### config.mk
export PLATFORM = sky130hd
export DESIGN_NAME = adc_sample_ctrl
export DESIGN_NICKNAME = d
export VERILOG_FILES = /design/src/rtl/adc_ctl_pkg.sv /design/src/rtl/adc_busy_sync.sv /design/src/rtl/adc_holdoff.sv /design/src/rtl/adc_seq_fsm.sv /design/src/rtl/adc_result_reg.sv /design/src/rtl/adc_sample_ctrl.sv
export SDC_FILE = /design/constraint.sdc
export NUM_CORES = 1
export LEC_CHECK = 0
export BUFFER_PORTS_ARGS = -buffer_cell sky130_fd_sc_hd__buf_4
export CAP_MARGIN = 20
export CELL_PAD_IN_SITES_DETAIL_PLACEMENT = 1
export CELL_PAD_IN_SITES_GLOBAL_PLACEMENT = 1
export CORE_ASPECT_RATIO = 1.25
export CORE_MARGIN = 2
export CORE_UTILIZATION = 30
export CTS_CLUSTER_DIAMETER = 120
export CTS_CLUSTER_SIZE = 10
export DETAILED_ROUTE_END_ITERATION = 7
export MAX_ROUTING_LAYER = met4
export PLACE_DENSITY_LB_ADDON = 0.25
export SLEW_MARGIN = 25
export SYNTH_ARGS = -nofsm -noshare
export SYNTH_HDL_FRONTEND = slang
export SYNTH_HIERARCHICAL = 1
export SYNTH_SLANG_ARGS = --single-unit
### constraint.sdc
create_clock -name clk -period 6 [get_ports clk]
set_clock_uncertainty 0.1 [all_clocks]
set_input_delay 1.2 -clock clk [delete_from_list [all_inputs] [get_ports clk]]
set_output_delay 1.2 -clock clk [all_outputs]
set_load 0.05 [all_outputs]
### src/rtl/adc_ctl_pkg.sv
package adc_ctl_pkg;

   typedef enum logic [2:0] {
      ST_IDLE,
      ST_CONV,
      ST_WAIT_HI,
      ST_WAIT_LO,
      ST_READ
   } seq_state_t;

   // Round a time in ns up to whole clock cycles, never below one cycle.
   function automatic int unsigned ns2cyc(input int unsigned ns, input int unsigned per);
      int unsigned c;
      c = (ns + per - 1) / per;
      return (c == 0) ? 1 : c;
   endfunction

   function automatic int unsigned umax(input int unsigned a, input int unsigned b);
      return (a > b) ? a : b;
   endfunction

endpackage

### src/rtl/adc_busy_sync.sv
module adc_busy_sync #(
   parameter int unsigned STAGES = 2
) (
   input  logic clk,
   input  logic rst_n,
   input  logic d,
   output logic q
);
   generate
      if (STAGES == 0) begin : g_direct
         assign q = d;
      end else begin : g_chain
         logic [STAGES-1:0] sr;
         always_ff @(posedge clk or negedge rst_n) begin
            if (!rst_n) sr <= '0;
            else        sr <= (sr << 1) | STAGES'(d);
         end
         assign q = sr[STAGES-1];
      end
   endgenerate
endmodule

### src/rtl/adc_holdoff.sv
module adc_holdoff #(
   parameter int unsigned HOLD_W     = 15,
   parameter int unsigned GAP_CYC    = 6,
   parameter int unsigned WAKE_P_CYC = 1000,
   parameter int unsigned WAKE_F_CYC = 25000
) (
   input  logic clk,
   input  logic rst_n,
   input  logic cycle_end,
   input  logic sleep_en,
   input  logic sleep_full,
   output logic clear
);
   localparam logic [HOLD_W-1:0] GAP_LD = HOLD_W'(GAP_CYC - 1);
   localparam logic [HOLD_W-1:0] WP_LD  = HOLD_W'(WAKE_P_CYC - 1);
   localparam logic [HOLD_W-1:0] WF_LD  = HOLD_W'(WAKE_F_CYC - 1);

   logic [HOLD_W-1:0] cnt, dec, wake_ld, arm_cyc, arm_mode, nxt;
   logic              full_q, mode_chg;

   always_comb begin
      wake_ld  = sleep_full ? WF_LD : WP_LD;
      mode_chg = (full_q != sleep_full);
      dec      = (cnt != '0) ? cnt - 1'b1 : '0;
      arm_cyc  = '0;
      if (cycle_end) begin
         arm_cyc = GAP_LD;
         if (sleep_en && (wake_ld > GAP_LD)) arm_cyc = wake_ld;
      end
      arm_mode = mode_chg ? wake_ld : '0;
      nxt = dec;
      if (arm_cyc > nxt)  nxt = arm_cyc;
      if (arm_mode > nxt) nxt = arm_mode;
   end

   always_ff @(posedge clk or negedge rst_n) begin
      if (!rst_n) begin
         cnt    <= HOLD_W'(WAKE_F_CYC);
         full_q <= 1'b0;
      end else begin
         cnt    <= nxt;
         full_q <= sleep_full;
      end
   end

   assign clear = (cnt == '0) && !mode_chg;
endmodule

### src/rtl/adc_seq_fsm.sv
module adc_seq_fsm
   import adc_ctl_pkg::*;
#(
   parameter int unsigned CONV_CYC = 1,
   parameter int unsigned RD_CYC   = 1,
   parameter int unsigned TMO_CYC  = 100
) (
   input  logic clk,
   input  logic rst_n,
   input  logic sample_req,
   input  logic start_ok,
   input  logic busy_s,
   output logic convst_n,
   output logic cs_n,
   output logic rd_n,
   output logic capture,
   output logic cycle_end,
   output logic tmo_err
);
   localparam int unsigned CNT_W = $clog2(umax(CONV_CYC, RD_CYC) + 1);
   localparam int unsigned TMO_W = $clog2(TMO_CYC + 1);

   seq_state_t       state;
   logic [CNT_W-1:0] cnt;
   logic [TMO_W-1:0] tmo;
   logic             pend, start, tmo_fire;

   always_comb begin
      start    = (state == ST_IDLE) && (pend || sample_req) && start_ok;
      capture  = (state == ST_READ) && (cnt == '0);
      tmo_fire = (tmo == '0) &&
                 (((state == ST_WAIT_HI) && !busy_s) || ((state == ST_WAIT_LO) && busy_s));
      cycle_end = capture || tmo_fire;
   end

   always_ff @(posedge clk or negedge rst_n) begin
      if (!rst_n) begin
         state    <= ST_IDLE;
         convst_n <= 1'b1;
         cs_n     <= 1'b1;
         rd_n     <= 1'b1;
         cnt      <= '0;
         tmo      <= '0;
         pend     <= 1'b0;
         tmo_err  <= 1'b0;
      end else begin
         tmo_err <= tmo_fire;
         pend    <= (pend || sample_req) && !start;
         case (state)
            ST_IDLE: if (start) begin
               state    <= ST_CONV;
               convst_n <= 1'b0;
               cnt      <= CNT_W'(CONV_CYC - 1);
            end
            ST_CONV: if (cnt == '0) begin
               convst_n <= 1'b1;
               state    <= ST_WAIT_HI;
               tmo      <= TMO_W'(TMO_CYC - 1);
            end else begin
               cnt <= cnt - 1'b1;
            end
            ST_WAIT_HI: if (busy_s) begin
               state <= ST_WAIT_LO;
               tmo   <= TMO_W'(TMO_CYC - 1);
            end else if (tmo_fire) begin
               state <= ST_IDLE;
            end else begin
               tmo <= tmo - 1'b1;
            end
            ST_WAIT_LO: if (!busy_s) begin
               state <= ST_READ;
               cs_n  <= 1'b0;
               rd_n  <= 1'b0;
               cnt   <= CNT_W'(RD_CYC - 1);
            end else if (tmo_fire) begin
               state <= ST_IDLE;
            end else begin
               tmo <= tmo - 1'b1;
            end
            ST_READ: if (capture) begin
               cs_n  <= 1'b1;
               rd_n  <= 1'b1;
               state <= ST_IDLE;
            end else begin
               cnt <= cnt - 1'b1;
            end
            default: state <= ST_IDLE;
         endcase
      end
   end
endmodule

### src/rtl/adc_result_reg.sv
module adc_result_reg #(
   parameter int unsigned DATA_W = 12
) (
   input  logic              clk,
   input  logic              rst_n,
   input  logic              capture,
   input  logic [DATA_W-1:0] din,
   output logic              valid,
   output logic [DATA_W-1:0] dout
);
   always_ff @(posedge clk or negedge rst_n) begin
      if (!rst_n) begin
         valid <= 1'b0;
         dout  <= '0;
      end else begin
         valid <= capture;
         if (capture) dout <= din;
      end
   end
endmodule

### src/rtl/adc_sample_ctrl.sv
module adc_sample_ctrl
   import adc_ctl_pkg::*;
#(
   parameter int unsigned DATA_W           = 12,
   parameter int unsigned CLK_PERIOD_NS    = 20,
   parameter int unsigned CONV_PULSE_NS    = 10,
   parameter int unsigned RD_PULSE_NS      = 20,
   parameter int unsigned ACCESS_NS        = 15,
   parameter int unsigned RELINQ_NS        = 8,
   parameter int unsigned QUIET_NS         = 100,
   parameter int unsigned ACQ_NS           = 120,
   parameter int unsigned WAKE_PARTIAL_US  = 20,
   parameter int unsigned WAKE_FULL_US     = 500,
   parameter int unsigned BUSY_TIMEOUT_NS  = 2000,
   parameter int unsigned BUSY_SYNC_STAGES = 2
) (
   input  logic              clk,
   input  logic              rst_n,
   input  logic              sample_req,
   input  logic              sleep_en,
   input  logic              sleep_full,
   input  logic              adc_busy,
   input  logic [DATA_W-1:0] adc_data,
   output logic              adc_convst_n,
   output logic              adc_cs_n,
   output logic              adc_rd_n,
   output logic              result_valid,
   output logic [DATA_W-1:0] result_data,
   output logic              timeout_err
);
   localparam int unsigned CONV_CYC   = ns2cyc(CONV_PULSE_NS, CLK_PERIOD_NS);
   localparam int unsigned RD_CYC     = ns2cyc(umax(RD_PULSE_NS, ACCESS_NS), CLK_PERIOD_NS);
   localparam int unsigned GAP_CYC    = ns2cyc(umax(RELINQ_NS + QUIET_NS, ACQ_NS), CLK_PERIOD_NS);
   localparam int unsigned WAKE_P_CYC = ns2cyc(WAKE_PARTIAL_US * 1000, CLK_PERIOD_NS);
   localparam int unsigned WAKE_F_CYC = ns2cyc(WAKE_FULL_US * 1000, CLK_PERIOD_NS);
   localparam int unsigned TMO_CYC    = ns2cyc(BUSY_TIMEOUT_NS, CLK_PERIOD_NS);
   localparam int unsigned HOLD_W     = $clog2(umax(umax(WAKE_F_CYC, WAKE_P_CYC), GAP_CYC) + 1);

   generate
      if (DATA_W < 1 || DATA_W > 32) begin : g_bad_width
         $error("adc_sample_ctrl: DATA_W out of range");
      end
      if (CLK_PERIOD_NS == 0) begin : g_bad_clk
         $error("adc_sample_ctrl: CLK_PERIOD_NS must be non-zero");
      end
      if (BUSY_SYNC_STAGES > 4) begin : g_bad_sync
         $error("adc_sample_ctrl: BUSY_SYNC_STAGES above 4");
      end
   endgenerate

   logic busy_s, start_ok, capture, cycle_end;

   adc_busy_sync #(.STAGES(BUSY_SYNC_STAGES)) u_sync (
      .clk(clk), .rst_n(rst_n), .d(adc_busy), .q(busy_s)
   );

   adc_holdoff #(
      .HOLD_W(HOLD_W), .GAP_CYC(GAP_CYC),
      .WAKE_P_CYC(WAKE_P_CYC), .WAKE_F_CYC(WAKE_F_CYC)
   ) u_hold (
      .clk(clk), .rst_n(rst_n), .cycle_end(cycle_end),
      .sleep_en(sleep_en), .sleep_full(sleep_full), .clear(start_ok)
   );

   adc_seq_fsm #(.CONV_CYC(CONV_CYC), .RD_CYC(RD_CYC), .TMO_CYC(TMO_CYC)) u_fsm (
      .clk(clk), .rst_n(rst_n), .sample_req(sample_req), .start_ok(start_ok),
      .busy_s(busy_s), .convst_n(adc_convst_n), .cs_n(adc_cs_n), .rd_n(adc_rd_n),
      .capture(capture), .cycle_end(cycle_end), .tmo_err(timeout_err)
   );

   adc_result_reg #(.DATA_W(DATA_W)) u_res (
      .clk(clk), .rst_n(rst_n), .capture(capture), .din(adc_data),
      .valid(result_valid), .dout(result_data)
   );
endmodule

# Word level (Yosys, flattened, before mapping)
# Cells that the tools add are included.
# totals
elab_cells	87
register_bits	46
in_bits	18
out_inout_bits	17
# classes
magnitude_cmp	3
n_addsub	3
n_eq_ne	11
reduce_logical	28
n_mux	28
n_bitwise	2
# op_table
op	n
$mux W15	7
$gt A15 B15 Y1	2
$mux W7	4
$pmux W7 S3	1
$mux W3	6
$gt A15 B3 Y1 const B	1
$logic_not A15 Y1	1
$pmux W3 S5	1
$reduce_bool A15 Y1	1
$sub A15 B1 Y15 const B	1
$reduce_and A3 Y1	4
$logic_and A1 B1 Y1	9
$ne A2 B2 Y1 const B	4
$logic_not A7 Y1	1
$sub A7 B1 Y7 const B	1
$eq A3 B2 Y1 const B	2
$mux W1	6
$ne A2 B1 Y1 const B	2
$pmux W1 S2	2
$pmux W1 S4	1
$reduce_and A4 Y1	1
$reduce_bool A2 Y1	2
$reduce_bool A4 Y1	1
$eq A3 B1 Y1 const B	1
other kinds (9)	13

# Longest topological paths before layout
# depth
ltp_word	10
depth_mapped	25
mapped_depth_nobuf	23

# Modules after synthesis
# Netlist, hierarchy kept.
# by_module_without_submodules
mod	area_per_inst_um2	n_inst	cells_each	seq_area_each_um2
adc_holdoff	1915.6	1	231	407.9
adc_seq_fsm	862.1	1	95	377.9
adc_result_reg	509.2	1	26	325.3
adc_busy_sync	50.0	1	2	50.0

# Least setup slack after synthesis
# Ideal clock, no wire load.
# synth_timing
path_kind	register to register
start	register u_fsm.tmo[2]
end	register u_hold.cnt[0]
required_time_ps	5750
setup_slack_ps	610
period_less_slack_ps	5390
arrival_ps	5140
setup_time_ps	150
n_path_buf	2
path_stages_with_launch	22
path_cell_list	dfrtp_1 or4_4 or2_2 o22ai_1 and2_1 and2_1 ha_1 and3_1 a221oi_1 a21o_1 buf_2 a21oi_1 and2_1 ha_1 nand3_1 or2_2 nor2_1 o41ai_1 a211oi_2 a21o_1 buf_1 a31oi_1
# synth_between
elab_chain_len	8
# synth_rtl
element	line	source
start, declared	adc_seq_fsm.sv:25	logic [TMO_W-1:0] tmo;
start signal, assigned	adc_seq_fsm.sv:58	tmo <= TMO_W'(TMO_CYC - 1);
start signal, assigned	adc_seq_fsm.sv:64	tmo <= TMO_W'(TMO_CYC - 1);
start signal, assigned	adc_seq_fsm.sv:68	tmo <= tmo - 1'b1;
$logic_not A7 Y1 *	adc_seq_fsm.sv:31	tmo_fire = (tmo == '0) &&
$logic_and A1 B1 Y1 *	adc_seq_fsm.sv:31	
$logic_or A1 B1 Y1 *	adc_seq_fsm.sv:33	cycle_end = capture || tmo_fire;
via cycle_end	adc_sample_ctrl.sv:51	logic busy_s, start_ok, capture, cycle_end;
$mux W15 *	adc_holdoff.sv:26	if (cycle_end) begin
$gt A15 B15 Y1	adc_holdoff.sv:32	if (arm_cyc > nxt) nxt = arm_cyc;
$mux W15 *	adc_holdoff.sv:32	
$gt A15 B15 Y1	adc_holdoff.sv:33	if (arm_mode > nxt) nxt = arm_mode;
$mux W15 *	adc_holdoff.sv:33	
via u_hold.nxt[0]	adc_holdoff.sv:18	logic [HOLD_W-1:0] cnt, dec, wake_ld, arm_cyc, arm_mode, nxt;
end signal, assigned	adc_holdoff.sv:38	cnt <= HOLD_W'(WAKE_F_CYC);
end signal, assigned	adc_holdoff.sv:41	cnt <= nxt;
end, declared	adc_holdoff.sv:18	
# Mark *: on every way through the listed nets, which the timed path passes. The rest lies on a longest branch.
# A chain may end at the register's enable or synchronous reset.

# Worst setup path in the final report
# layout_timing
start	register u_hold.cnt[9]
end	register u_hold.cnt[3]
# layout_between
elab_chain_len	6
word_cells_on_any_way	7
cone_classes	1 x add/sub; 2 x order compare; 3 x mux; 1 x reduce/logical
# layout_rtl
element	line	source
$sub A15 B1 Y15 or $reduce_bool A15 Y1 (tied branches)	adc_holdoff.sv:24	dec = (cnt != '0) ? cnt - 1'b1 : '0;
$mux W15 *	adc_holdoff.sv:24	
$gt A15 B15 Y1	adc_holdoff.sv:32	
$mux W15 *	adc_holdoff.sv:32	
$gt A15 B15 Y1	adc_holdoff.sv:33	
$mux W15 *	adc_holdoff.sv:33	
via u_hold.nxt[3]	adc_holdoff.sv:18	
# Marked as above.

==> qor.txt <==
Slew margin rel. = 57.78%
Tmin final = 5.638 ns
Mux cell area share after synthesis = 7.087%
Num Clock Sinks = 46
Placed cells = 520
CTS Buffer Depth = 2
Clk pin slew, worst setup/hold paths = 0.07 ns
Total CTS buffers = 5
Slowest CP cell = nor4_4
Post-Route WL = 9468 µm
Vias per std cell = 5.373
Initial DRC count = 100
Worst setup path endpoint = u_hold/cnt[3]$_DFF_PN1_
Number of flops mapped to enable cells by yosys = 0
Fin crit share = 93.96%
Slew @ Worst Pin = 0.6251 ns
Synth Area in Adders = 9.749%
Grt met2 use = 28.70%
Synth Area in Simple Gates = 21.63%
ANT cells = 0
Starting Density = 30.40%
Hold Path Stages = 0
DR pass1 iterations = 4
Largest net degree at the start of global routing = 47
Drt drc = 0
GRT Max-Usage Layer = met2
Compound-Gate Fraction of Synth Area = 19.76%
Non-Filler Instances = 531
Worst-path maximum fanout = 9
Leakage power = 1.712 nW
Core area = 10980 µm²
Net Count, Synth = 398
Cells along the critical path = nor4_4, nand4_2, o31a_1, o21ai_0, ha_1, nand2_1, a311o_1, or3_1, buf_4, nor2_4, a32oi_1, and2_1, ha_1, nand3_1, or2_2, nor2_1, o41ai_1, a211oi_2, a21oi_1, nor4_1
Die Width = 98.33 µm
Crit path launch type = flop
Xor and xnor area share after synthesis = 2.100%
Worst Hold Class = flop to flop
Largest family of logic cells by synthesized area = simple AND/OR/NAND/NOR gates
Cells after Synth = 354
Status = finished, final reports clean
Setup repair after global routing missed its margin = false
Global Route met3 Usage = 1.836%
Share of the synthesized area in the top cell type = 28.50%
Final nets = 439
Total gr overflow = 0
Routed len/inst = 17.83 µm
I/O pin count = 35
I/O Buffers = 34
Worst Reg2Reg Path Length in Cells = 20
CP top delay family = simple AND/OR/NAND/NOR gates
Area delta synth->final = 18.52%
RD Place Congestion = 0.9290
Antenna violations before repair = 0
CP endpoint kind = flop
Gr usage total = 16.96%
Yosys reg bits = 46
Yosys cell types = 72
Final TNS setup = 0 ns
Share of cells above drive strength 1 = 26.01%
RR Startpoint = u_hold/cnt[9]$_DFF_PN0_
DIE HEIGHT = 121.9 µm
Routing usage on met1 = 20.16%
Worst vdd rail ir drop = 130.9 µV
RR Endpoint = u_hold/cnt[3]$_DFF_PN1_
Filler cells = 1309
Root Driver = clkbuf_16
Final hold viol count = 0
Die footprint = 11990 µm²
CP startpoint = u_hold/cnt[9]$_DFF_PN0_
YS warnings = 6
Worst path arrival time = 5.74 ns
Remaining antenna violation count = 0
Global-route wire length before repair = 15570 µm
Crit Path Class = flop to flop
Critical path depth = 20
Top cell by count, worst path = ha_1
Max_cap viols = 0
Synth top area cells = dfrtp_1, ha_1, dfstp_2
CTS tree = yes
Synth area leader = dfrtp_1
Core Rows = 43
Critical Path Max Stage Delay = 0.50 ns
Req. time, crit path = 6.10 ns
Reg2Reg Setup Slack = 0.36 ns
Final setup vio count = 0
Via count = 2853
Skew-Pair Late Insertion Delay = 0.29 ns
Slew Viols, Final = 0
Seq/Total Area, Yosys = 34.80%
Synthesized cell area = 3337 µm²
Post-cts hold buffer count = 0
Worst Path Buf+Inv = 1
Main synth FF type = dfrtp_1
Vias in the first global route = 3010
Pwr Density = 299.7 nW/µm²
Hpwl dp = 7466 µm
Fmax = 177.4 MHz
Share of flip-flops with an asynchronous set or reset = 100.0%
Syn Area/Cell = 9.426 µm²
H-Tree Depth = 2
-- through the flow --
step                util, %  hold slack (ns)  total power, mW  worst slack [ns]  area, µm²
floorplan                 -           0.2312           0.7761            0.6098       3337
global placement      34.22           0.2403           0.9001            0.2743       3756
detailed placement    34.22           0.2396           0.9089            0.1650       3756
CTS                   35.59           0.2551            1.204            0.1637       3906
global route          36.04           0.2670            1.257           0.01184       3955
finish                36.04           0.2498            1.185            0.3624       3955
-- flip-flops by register name, summed over array words and instances, names as in the netlist, 2 cells and up --
signal             count
u_hold/cnt            15
u_res/dout            12
u_sync/g_chain.sr      2
u_fsm/tmo              7
u_fsm/state            3
-- layout make-up --
| cell class | instances | area, µm² | area share, % |
|---|---|---|---|
| Multi-Input combinational cell | 273 | 2039 | 51.57 |
| Sequential cell | 46 | 1161 | 29.36 |
| Timing Repair Buffer | 47 | 352.8 | 8.921 |
| Tap cell | 135 | 168.9 | 4.271 |
| Clock buffer | 5 | 125.1 | 3.164 |
| Inverter | 22 | 82.58 | 2.088 |
| Clock inverter | 3 | 25.02 | 0.6327 |
-- synthesized netlist by cell type (3+ instances only) --
cell type	number
and2_1	12
buf_2	4
mux2_2	4
nor3_1	17
o21ai_1	3
a21o_1	5
nand2b_1	6
mux2i_1	3
dfrtp_1	38
a32oi_1	3
a211oi_1	3
nor4_1	5
o211ai_1	3
a21oi_1	23
clkbuf_1	3
inv_1	21
ha_1	26
dfstp_2	8
buf_6	3
o41ai_1	3
nand2_1	14
mux2_4	10
nor2_1	31
a31oi_1	16
or3_2	3
o21ai_0	12
nand3_1	8
xnor2_1	6
-- layer usage --
metal / vias to the layer above / share of wire (%)
met5: - / 0
met4: 0 / 4.0
met3: 22 / 1.6
met2: 29 / 51
met1: 1409 / 44
li1: 1393 / -
-- repair_timing --
| action | 4_1_cts | 5_1_grt |
|---|---|---|
| gates resized for setup | 0 | 5 |
| buffers inserted | 0 | 3 |
| endpoints found under the setup margin | 0 | 15 |
-- logic make-up (layout without fill, tap and decap cells) --
family	Yosys count	after routing
adders and majority gates	26	26
and+or+nand+nor	125	125
xor gates and xnor gates	8	8
buffers and inverters	35	77
muxes	18	18
AOI/OAI and AO/OA	96	96
DFF	46	46
-- cell usage in the layout (no fill, tap or decap), types with 3 or more instances in the layout --
cell	netlist	routed
buf_4	1	47
dfrtp_1	38	38
nor2_1	31	31
ha_1	26	26
a21oi_1	23	23
inv_1	21	21
nor3_1	17	17
a31oi_1	16	16
nand2_1	14	14
o21ai_0	12	12
and2_1	12	12
mux2_4	10	10
nand3_1	8	8
dfstp_2	8	8
nand2b_1	6	6
xnor2_1	6	6
clkbuf_16	0	5
nor4_1	5	5
a21o_1	5	4
mux2_2	4	4
a32oi_1	3	3
o211ai_1	3	3
or3_2	3	3
o41ai_1	3	3
o21ai_1	3	3
mux2i_1	3	3
-- how the worst min path moves through the flow --
stage	startpoint	end	slack [ns]
global placement	u_sync/g_chain.sr[0]$_DFF_PN0_	u_sync/g_chain.sr[1]$_DFF_PN0_	0.24
floorplan	u_sync/g_chain.sr[0]$_DFF_PN0_	u_sync/g_chain.sr[1]$_DFF_PN0_	0.23
detailed placement	u_sync/g_chain.sr[0]$_DFF_PN0_	u_sync/g_chain.sr[1]$_DFF_PN0_	0.24
CTS	u_sync/g_chain.sr[0]$_DFF_PN0_	u_sync/g_chain.sr[1]$_DFF_PN0_	0.26
finish	u_sync/g_chain.sr[0]$_DFF_PN0_	u_sync/g_chain.sr[1]$_DFF_PN0_	0.25
global route	u_sync/g_chain.sr[0]$_DFF_PN0_	u_sync/g_chain.sr[1]$_DFF_PN0_	0.27
-- report_power, final --
group	switching, mW	internal (mW)
sequential	0.0628	0.378
clock	0.127	0.157
combinational	0.283	0.178
total	0.473	0.712
No activity file was read; power rests on OpenSTA's default activity.
